===== src/rtl/sse_pkg.sv =====
package sse_pkg;

    localparam int DATA_W = 16;
    localparam int BYTE_W = DATA_W / 2;
    localparam int CNT_W  = 5;
    localparam int DIV_W  = 3;
    localparam int ADDR_W = 2;
    localparam int CTL_W  = 13;

    typedef enum logic [ADDR_W-1:0] {
        A_CTL  = 2'd0,
        A_DATA = 2'd1,
        A_CNT  = 2'd2,
        A_CLR  = 2'd3
    } reg_addr_e;

    typedef struct packed {
        logic             src_aux;
        logic [DIV_W-1:0] div;
        logic             irq_en;
        logic             keep_flag;
        logic             wide;
        logic             cpol;
        logic             cpha;
        logic             sdo_en;
        logic             lsb_first;
        logic             master;
        logic             hold_rst;
    } ctl_t;

    localparam ctl_t CTL_RESET = ctl_t'(13'h0001);

    // bit that leaves the register next
    function automatic logic out_of(input logic [DATA_W-1:0] d,
                                    input logic wide, input logic lsb);
        if (lsb)
            return d[0];
        return wide ? d[DATA_W-1] : d[BYTE_W-1];
    endfunction

    // one shift step with a new bit entering the far end
    function automatic logic [DATA_W-1:0] step_word(input logic [DATA_W-1:0] d,
                                                     input logic wide, input logic lsb,
                                                     input logic in_bit);
        logic [DATA_W-1:0] r;
        r = d;
        if (wide)
            r = lsb ? {in_bit, d[DATA_W-1:1]} : {d[DATA_W-2:0], in_bit};
        else
            r[BYTE_W-1:0] = lsb ? {in_bit, d[BYTE_W-1:1]} : {d[BYTE_W-2:0], in_bit};
        return r;
    endfunction

endpackage


===== src/rtl/sse_prescaler.sv =====
module sse_prescaler #(
    parameter int DIV_W = 3
) (
    input  logic             clk,
    input  logic             rst,
    input  logic             run,
    input  logic             src_aux,
    input  logic             aux_tick,
    input  logic [DIV_W-1:0] div,
    output logic             tick
);
    localparam int CW = (1 << DIV_W) - 1;

    logic [CW-1:0] cnt;
    logic [CW-1:0] lim;
    logic          src_en;

    assign lim    = (CW'(1) << div) - CW'(1);
    assign src_en = src_aux ? aux_tick : 1'b1;
    assign tick   = run && src_en && (cnt == lim);

    always_ff @(posedge clk) begin
        if (rst || !run)
            cnt <= '0;
        else if (src_en)
            cnt <= (cnt == lim) ? '0 : cnt + CW'(1);
    end
endmodule


===== src/rtl/sse_shifter.sv =====
module sse_shifter
    import sse_pkg::*;
(
    input  logic              clk,
    input  logic              rst,
    input  logic              load,
    input  logic [DATA_W-1:0] load_val,
    input  logic              shift_en,
    input  logic              wide,
    input  logic              lsb_first,
    input  logic              in_bit,
    output logic [DATA_W-1:0] data,
    output logic              out_bit
);
    assign out_bit = out_of(data, wide, lsb_first);

    always_ff @(posedge clk) begin
        if (rst)
            data <= '0;
        else if (load)
            data <= load_val;
        else if (shift_en)
            data <= step_word(data, wide, lsb_first, in_bit);
    end
endmodule


===== src/rtl/sse_sequencer.sv =====
module sse_sequencer #(
    parameter int CNT_W = 5
) (
    input  logic             clk,
    input  logic             rst,
    input  logic             hold_rst,
    input  logic             master,
    input  logic             cpha,
    input  logic             cpol,
    input  logic             keep_flag,
    input  logic             cnt_load,
    input  logic [CNT_W-1:0] cnt_val,
    input  logic             flag_clr,
    input  logic             tick,
    input  logic             sclk_in,
    input  logic             out_bit,
    output logic [CNT_W-1:0] cnt,
    output logic             flag,
    output logic             running,
    output logic             shift_en,
    output logic             sclk_lvl,
    output logic             sdo_q
);
    logic phase;
    logic sclk_in_q;
    logic sclk_chg;
    logic lead;
    logic trail;
    logic change_ev;

    assign running  = !hold_rst && !flag && (cnt != '0);
    assign sclk_chg = sclk_in ^ sclk_in_q;

    always_comb begin
        if (master) begin
            lead  = running && tick && !phase;
            trail = running && tick && phase;
        end else begin
            lead  = running && sclk_chg && (sclk_in != cpol);
            trail = running && sclk_chg && (sclk_in == cpol);
        end
    end

    assign shift_en  = cpha ? trail : lead;
    assign change_ev = cpha ? lead : trail;
    assign sclk_lvl  = cpol ^ (phase & running);

    always_ff @(posedge clk) begin
        if (rst)
            sclk_in_q <= 1'b0;
        else
            sclk_in_q <= sclk_in;
    end

    always_ff @(posedge clk) begin
        if (rst || hold_rst || !master || !running)
            phase <= 1'b0;
        else if (lead)
            phase <= 1'b1;
        else if (trail)
            phase <= 1'b0;
    end

    always_ff @(posedge clk) begin
        if (rst)
            cnt <= '0;
        else if (cnt_load)
            cnt <= cnt_val;
        else if (trail)
            cnt <= cnt - CNT_W'(1);
    end

    always_ff @(posedge clk) begin
        if (rst)
            flag <= 1'b0;
        else if (cnt_load && (cnt_val != '0) && !keep_flag)
            flag <= 1'b0;
        else if (flag_clr)
            flag <= 1'b0;
        else if (trail && !cnt_load && (cnt == CNT_W'(1)))
            flag <= 1'b1;
    end

    always_ff @(posedge clk) begin
        if (rst)
            sdo_q <= 1'b0;
        else if (!running || change_ev)
            sdo_q <= out_bit;
    end
endmodule


===== src/rtl/ser_shift_engine.sv =====
module ser_shift_engine
    import sse_pkg::*;
(
    input  logic              clk,
    input  logic              rst,
    input  logic              wr_en,
    input  logic [ADDR_W-1:0] wr_addr,
    input  logic [DATA_W-1:0] wr_data,
    input  logic [ADDR_W-1:0] rd_addr,
    output logic [DATA_W-1:0] rd_data,
    input  logic              aux_tick,
    input  logic              sclk_in,
    output logic              sclk_out,
    output logic              sclk_oe,
    input  logic              sdi,
    output logic              sdo,
    output logic              sdo_oe,
    output logic              done,
    output logic              irq
);
    ctl_t              ctl;
    logic [DATA_W-1:0] shift_data;
    logic [CNT_W-1:0]  cnt;
    logic              flag;
    logic              running;
    logic              shift_en;
    logic              out_bit;
    logic              tick;
    logic              sdo_q;
    logic              sclk_lvl;

    logic wr_ctl, wr_dat, wr_cnt, wr_clr;
    assign wr_ctl = wr_en && (wr_addr == A_CTL);
    assign wr_dat = wr_en && (wr_addr == A_DATA);
    assign wr_cnt = wr_en && (wr_addr == A_CNT);
    assign wr_clr = wr_en && (wr_addr == A_CLR);

    always_ff @(posedge clk) begin
        if (rst)
            ctl <= CTL_RESET;
        else if (wr_ctl)
            ctl <= ctl_t'(wr_data[CTL_W-1:0]);
    end

    sse_prescaler #(.DIV_W(DIV_W)) u_pre (
        .clk      (clk),
        .rst      (rst),
        .run      (running && ctl.master),
        .src_aux  (ctl.src_aux),
        .aux_tick (aux_tick),
        .div      (ctl.div),
        .tick     (tick)
    );

    sse_sequencer #(.CNT_W(CNT_W)) u_seq (
        .clk       (clk),
        .rst       (rst),
        .hold_rst  (ctl.hold_rst),
        .master    (ctl.master),
        .cpha      (ctl.cpha),
        .cpol      (ctl.cpol),
        .keep_flag (ctl.keep_flag),
        .cnt_load  (wr_cnt),
        .cnt_val   (wr_data[CNT_W-1:0]),
        .flag_clr  (wr_clr),
        .tick      (tick),
        .sclk_in   (sclk_in),
        .out_bit   (out_bit),
        .cnt       (cnt),
        .flag      (flag),
        .running   (running),
        .shift_en  (shift_en),
        .sclk_lvl  (sclk_lvl),
        .sdo_q     (sdo_q)
    );

    sse_shifter u_shf (
        .clk       (clk),
        .rst       (rst),
        .load      (wr_dat),
        .load_val  (wr_data),
        .shift_en  (shift_en),
        .wide      (ctl.wide),
        .lsb_first (ctl.lsb_first),
        .in_bit    (sdi),
        .data      (shift_data),
        .out_bit   (out_bit)
    );

    always_comb begin
        rd_data = '0;
        unique case (rd_addr)
            A_CTL:   rd_data[CTL_W-1:0] = ctl;
            A_DATA:  rd_data = shift_data;
            A_CNT:   begin
                rd_data[CNT_W-1:0] = cnt;
                rd_data[8]         = flag;
            end
            default: rd_data = '0;
        endcase
    end

    assign sclk_out = sclk_lvl;
    assign sclk_oe  = ctl.master;
    assign sdo      = sdo_q;
    assign sdo_oe   = ctl.sdo_en;
    assign done     = flag;
    assign irq      = ctl.irq_en & flag;
endmodule


===== config.mk =====
export PLATFORM = sky130hd
export DESIGN_NAME = ser_shift_engine
export DESIGN_NICKNAME = d
export VERILOG_FILES = /design/src/rtl/sse_pkg.sv /design/src/rtl/sse_prescaler.sv /design/src/rtl/sse_shifter.sv /design/src/rtl/sse_sequencer.sv /design/src/rtl/ser_shift_engine.sv
export SDC_FILE = /design/constraint.sdc
export NUM_CORES = 1
export LEC_CHECK = 0
export BUFFER_PORTS_ARGS = -buffer_cell sky130_fd_sc_hd__buf_2
export CAP_MARGIN = 20
export CORE_MARGIN = 2
export CORE_UTILIZATION = 55
export CTS_CLUSTER_DIAMETER = 100
export DETAILED_ROUTE_END_ITERATION = 8
export PLACE_DENSITY = 0.76
export REMOVE_ABC_BUFFERS = 1
export SETUP_SLACK_MARGIN = 0.4
export SYNTH_ARGS = -nofsm -noshare
export SYNTH_HDL_FRONTEND = slang
export SYNTH_HIERARCHICAL = 1
export SYNTH_SLANG_ARGS = --single-unit

===== constraint.sdc =====
create_clock -name clk -period 3.2 [get_ports clk]
set_input_delay 0.64 -clock clk [delete_from_list [all_inputs] [get_ports clk]]
set_output_delay 0.64 -clock clk [all_outputs]
set_load 0.05 [all_outputs]

==> results.md <==
- The flow ran to the end, and the final reports show no timing, DRC or antenna violations.
- The number of placed I/O pins is 48.
- The fraction of power spent switching nets is 0.261.
- Of the total power, combinational logic draws 0.168.
- Ranked by total cell area, the synthesized netlist is headed by dfxtp_1 (31%), mux2i_1 (16%), nand2b_1 (6.3%).
- The switching power is 347 uW.
- In this run the clock root is driven by a clkbuf_8.
- The detail route stage leaves a number of antenna-violating nets equal to 0.
- The period utilization is 0.863.
- The initial utilization of the core area, before any placement, comes to 0.566.
- The area growth from synthesis to layout is 19.2%.
- The floorplan step defined a die boundary enclosing 5860 um2.
- The mean instance size in the synthesized netlist is 9.01 um2.
- After detailed placement, the design holds a cell count of 425.
- The largest stage delay on the critical path is 390 ps.
- For this design, the slowest cell found on the critical path is or3_4.
- The compound-gate portion of the synthesized area is 0.207.
- The element type at the critical path end is a flip-flop.
- Timing would allow up to 0.362 GHz.
- After the first detailed-routing iteration, the DRC count stood at 174.
- The sequential share of power is 0.450.
- The cell with the most instances after synthesis is mux2i_1.
- The horizontal die dimension is 76.5 um.
- The number of different library cells used by synthesis comes to 55.
- The required time of the critical path is 3430 ps.
- The signal on the critical path passes through or3_4, and4b_1, o32a_4, and3_4, a311o_1, mux2i_1, nor2_2, buf_6, a211oi_4, buf_6, a22oi_1, o21ai_1.
- Subtracting the final worst setup slack from the clock period gives 2760 ps.
- In the final routed layout, each cell accounts on average for 16.4 um.
- For this run the aggregate overflow at the end of global routing stands at 0.
- For this run, asynchronously set or reset flops after synthesis account for 0.
- The number of filler cells placed in the layout is 446.
- The number of buffers added on ports is 47.
- Along the worst path, the maximum fanout reaches 8.
- The routed via count divided by cell count is 6.00.
- TritonCTS built the clock tree.
- Setup repair after global routing left no endpoint under its margin.
- In this run the static leakage power is 1.28 nW.
- The congestion estimate from routability-driven global placement came to 0.814.
- The vertical die dimension is 76.5 um.
- IR analysis of the VDD net gives a maximum drop of 0.350 mV.
- The synthesized-area fraction occupied by adder cells is 0.0130.
- The number of max-slew violations in the final report came to 0.
- The critical path class is flip-flop to flip-flop.
- The count of endpoints failing hold in the final timing report was 0.
- The cell area after synthesis is 2890 um2.
- The first-pass iteration count of the detailed router is 5.
- The overall routed net length is 7320 um.
- Sorting the synthesized cells by how often they occur yields mux2i_1 (46), dfxtp_1 (45), nor2_1 (30), nand2b_1 (29), nand2_1 (18).
- The via count of the first global-routing pass was 2,481.
- The relative contribution of the clock network to total power is 0.382.
- The share of layout cells above drive strength 1 is 0.279.
- The post-detailed-placement half-perimeter wirelength is 4940 um.
- After synthesis the netlist holds a flip-flop and latch count of 45.
- The share of the synthesized netlist area taken by xor and xnor gates is 0.0242.
- The class of the worst hold path is flip-flop to flip-flop.
- The core region is 5110 um2.
- The number of buffers inserted during clock tree synthesis is 5.
- The clock drives 45 sinks.
- The biggest area contributor in the post-synthesis netlist is dfxtp_1.
- The initial antenna violation count is 0.
- The worst setup path is launched from a flip-flop.
- The summed negative setup slack over all endpoints is 0 ps.
- Entering global routing, the biggest net connects 40 pins.
- The row count is 26.
- The detailed-route via count is 2,680.
- The largest family of logic cells by synthesized area is simple AND/OR/NAND/NOR gates.
- The overall track demand over capacity in global routing is 0.243.
- The antenna diode instance count is 0.
- Of the total synthesized cell area, the portion taken by AND, OR, NAND and NOR gates is 0.226.
- In this run, synthesis inferred 0 flip-flops with an integrated enable.
- The power per unit of standard cell area is 386 nW/um2.
- Synthesis produced 321 cells.
- The critical path arrival is 2990 ps.
- The most used flip-flop cell after synthesis is dfxtp_1.
- Buffers inserted to repair hold after CTS numbered 0.
- Across the run, the number of max-cap violations was 0.
- The wire length of the first global-routing pass is 11,700 um.
- The internal power of the cells totals 983 uW.
- The count of endpoints failing setup in the final report is 0.
- The clock passes through at most 2 buffers.
- The post-route clock skew is 8.67 ps.
- The post-layout net count is 405.
- The portion of synthesized area spent on multiplexers is 0.159.
- Clock-pin slew was measured on the worst setup and hold paths at 90 ps.
- For this run, design rule violations remaining after detail routing come to 0.
- The actual transition at the worst max-transition pin is 986 ps.
- Once layout is complete, the cells apart from fillers number 447.
- The clock latency at the later pin of the worst-skew pair is 300 ps.
- In this run the number of H-tree levels came out at 2.
- The remaining max-slew budget at the tightest pin is 0.342.
- During synthesis, Yosys emitted a total of 6 warnings.
- The most numerous cell type found on the critical path is buf_6.
- The share of synthesized area in the top cell type comes to 0.311.
- The sequential element share of the synthesized area is 0.311.
[power by group through the flow]
stage | Combinational, mW | Sequential (mW) | Clock, mW
6_report | 0.224 | 0.598 | 0.508
5_1_grt | 0.241 | 0.601 | 0.537
2_1_floorplan | 0.123 | 0.612 | 0
3_3_place_gp | 0.194 | 0.611 | 0
4_1_cts | 0.209 | 0.599 | 0.518
3_5_place_dp | 0.199 | 0.612 | 0
[state kept, by name, indices dropped and copies added, names as in the netlist]
name / cells
u_shf/data: 16
ctl: 11
u_pre/cnt: 7
u_seq/cnt: 5
sclk_oe: 1
sdo_oe: 1
u_seq/flag: 1
u_seq/phase: 1
u_seq/sclk_in_q: 1
u_seq/sdo_q: 1
[critical path, delay by kind of cell, from the launching register on]
kind,cells,cell delay (ps)
AO/OA/AOI/OAI,5,960
AND/OR/NAND/NOR,4,890
flip-flops,1,370
buffers and inverters,2,290
multiplexers,1,180
[cell usage in the layout (no fill, tap or decap), drive strengths merged, types with 2 or more instances in the layout]
cell     synthesis  final
inv              8      8
a22oi            7      7
clkbuf           4      5
a211o            8      8
nand3            4      4
a311oi           5      5
a311o            2      2
a211oi          11     11
and2             5      5
buf             16     68
mux2i           46     46
a21oi           11     11
a31o             2      2
nor2b            5      5
nand4            3      3
dfxtp           45     45
o2bb2ai          6      6
xnor2            6      6
nand2           18     18
a2111oi          2      2
nor3             6      6
a31oi            2      2
bufinv           0      2
nor2            30     30
nor4b            2      2
o21ai           10     10
nor4             2      2
and3             4      4
ha               3      3
xor2             2      2
nand2b          29     29
[final timing paths]
check,startpoint,to,slack [ps],cells past startpoint
setup / recovery,ctl[9],u_shf/data[15],440,12
setup reg to reg,ctl[9],u_shf/data[15],440,12
hold reg to reg,sdo_oe,sdo_oe,490,2
hold / removal,sdo_oe,sdo_oe,490,2
[final cells by class]
type | count | area, um2 | area share
Tap cell | 70 | 87.6 | 0.0254
Clock buffer | 5 | 68.8 | 0.0200
Timing Repair Buffer | 68 | 402 | 0.117
Inverter | 8 | 30.0 | 0.00871
Sequential cell | 45 | 917 | 0.266
Multi-Input combinational cell | 248 | 1880 | 0.544
Clock inverter | 3 | 65.1 | 0.0189
[cell families (layout without fill, tap and decap cells)]
kind of cell | after synthesis | count (layout)
XOR/XNOR | 8 | 8
multiplexers | 46 | 46
flip-flops | 45 | 45
adder cells (fa/ha/maj) | 3 | 3
buffers and inverters | 28 | 84
AND/OR/NAND/NOR | 117 | 117
AO/OA/AOI/OAI | 74 | 74
[routing by layer]
metal,GRT usage,routed length [um],share of wire
met5,0,0,0
met2,0.430,3700,0.51
met1,0.314,3210,0.44
met4,0.0691,70,0.0096
met3,0.0261,335,0.046
[repair_timing]
| action | CTS | global route |
|---|---|---|
| setup buffers | 4 | 9 |
| endpoints found under the setup margin | 15 | 17 |
| pin swaps | 2 | 7 |
| cloned | 0 | 1 |
| resized for setup | 7 | 19 |
[stage by stage]
stage / power [mW] / setup slack, ps / hold WS [ps] / util / instance area [um2]
floorplan: 0.735 / -90.6 / 456 / - / 2750
global placement: 0.806 / 352 / 468 / 0.612 / 3130
detailed placement: 0.811 / 233 / 482 / 0.612 / 3130
CTS: 1.33 / 397 / 496 / 0.649 / 3320
global route: 1.38 / 377 / 524 / 0.675 / 3450
finish: 1.33 / 440 / 491 / 0.675 / 3450
No activity file was read; power rests on OpenSTA's default activity.
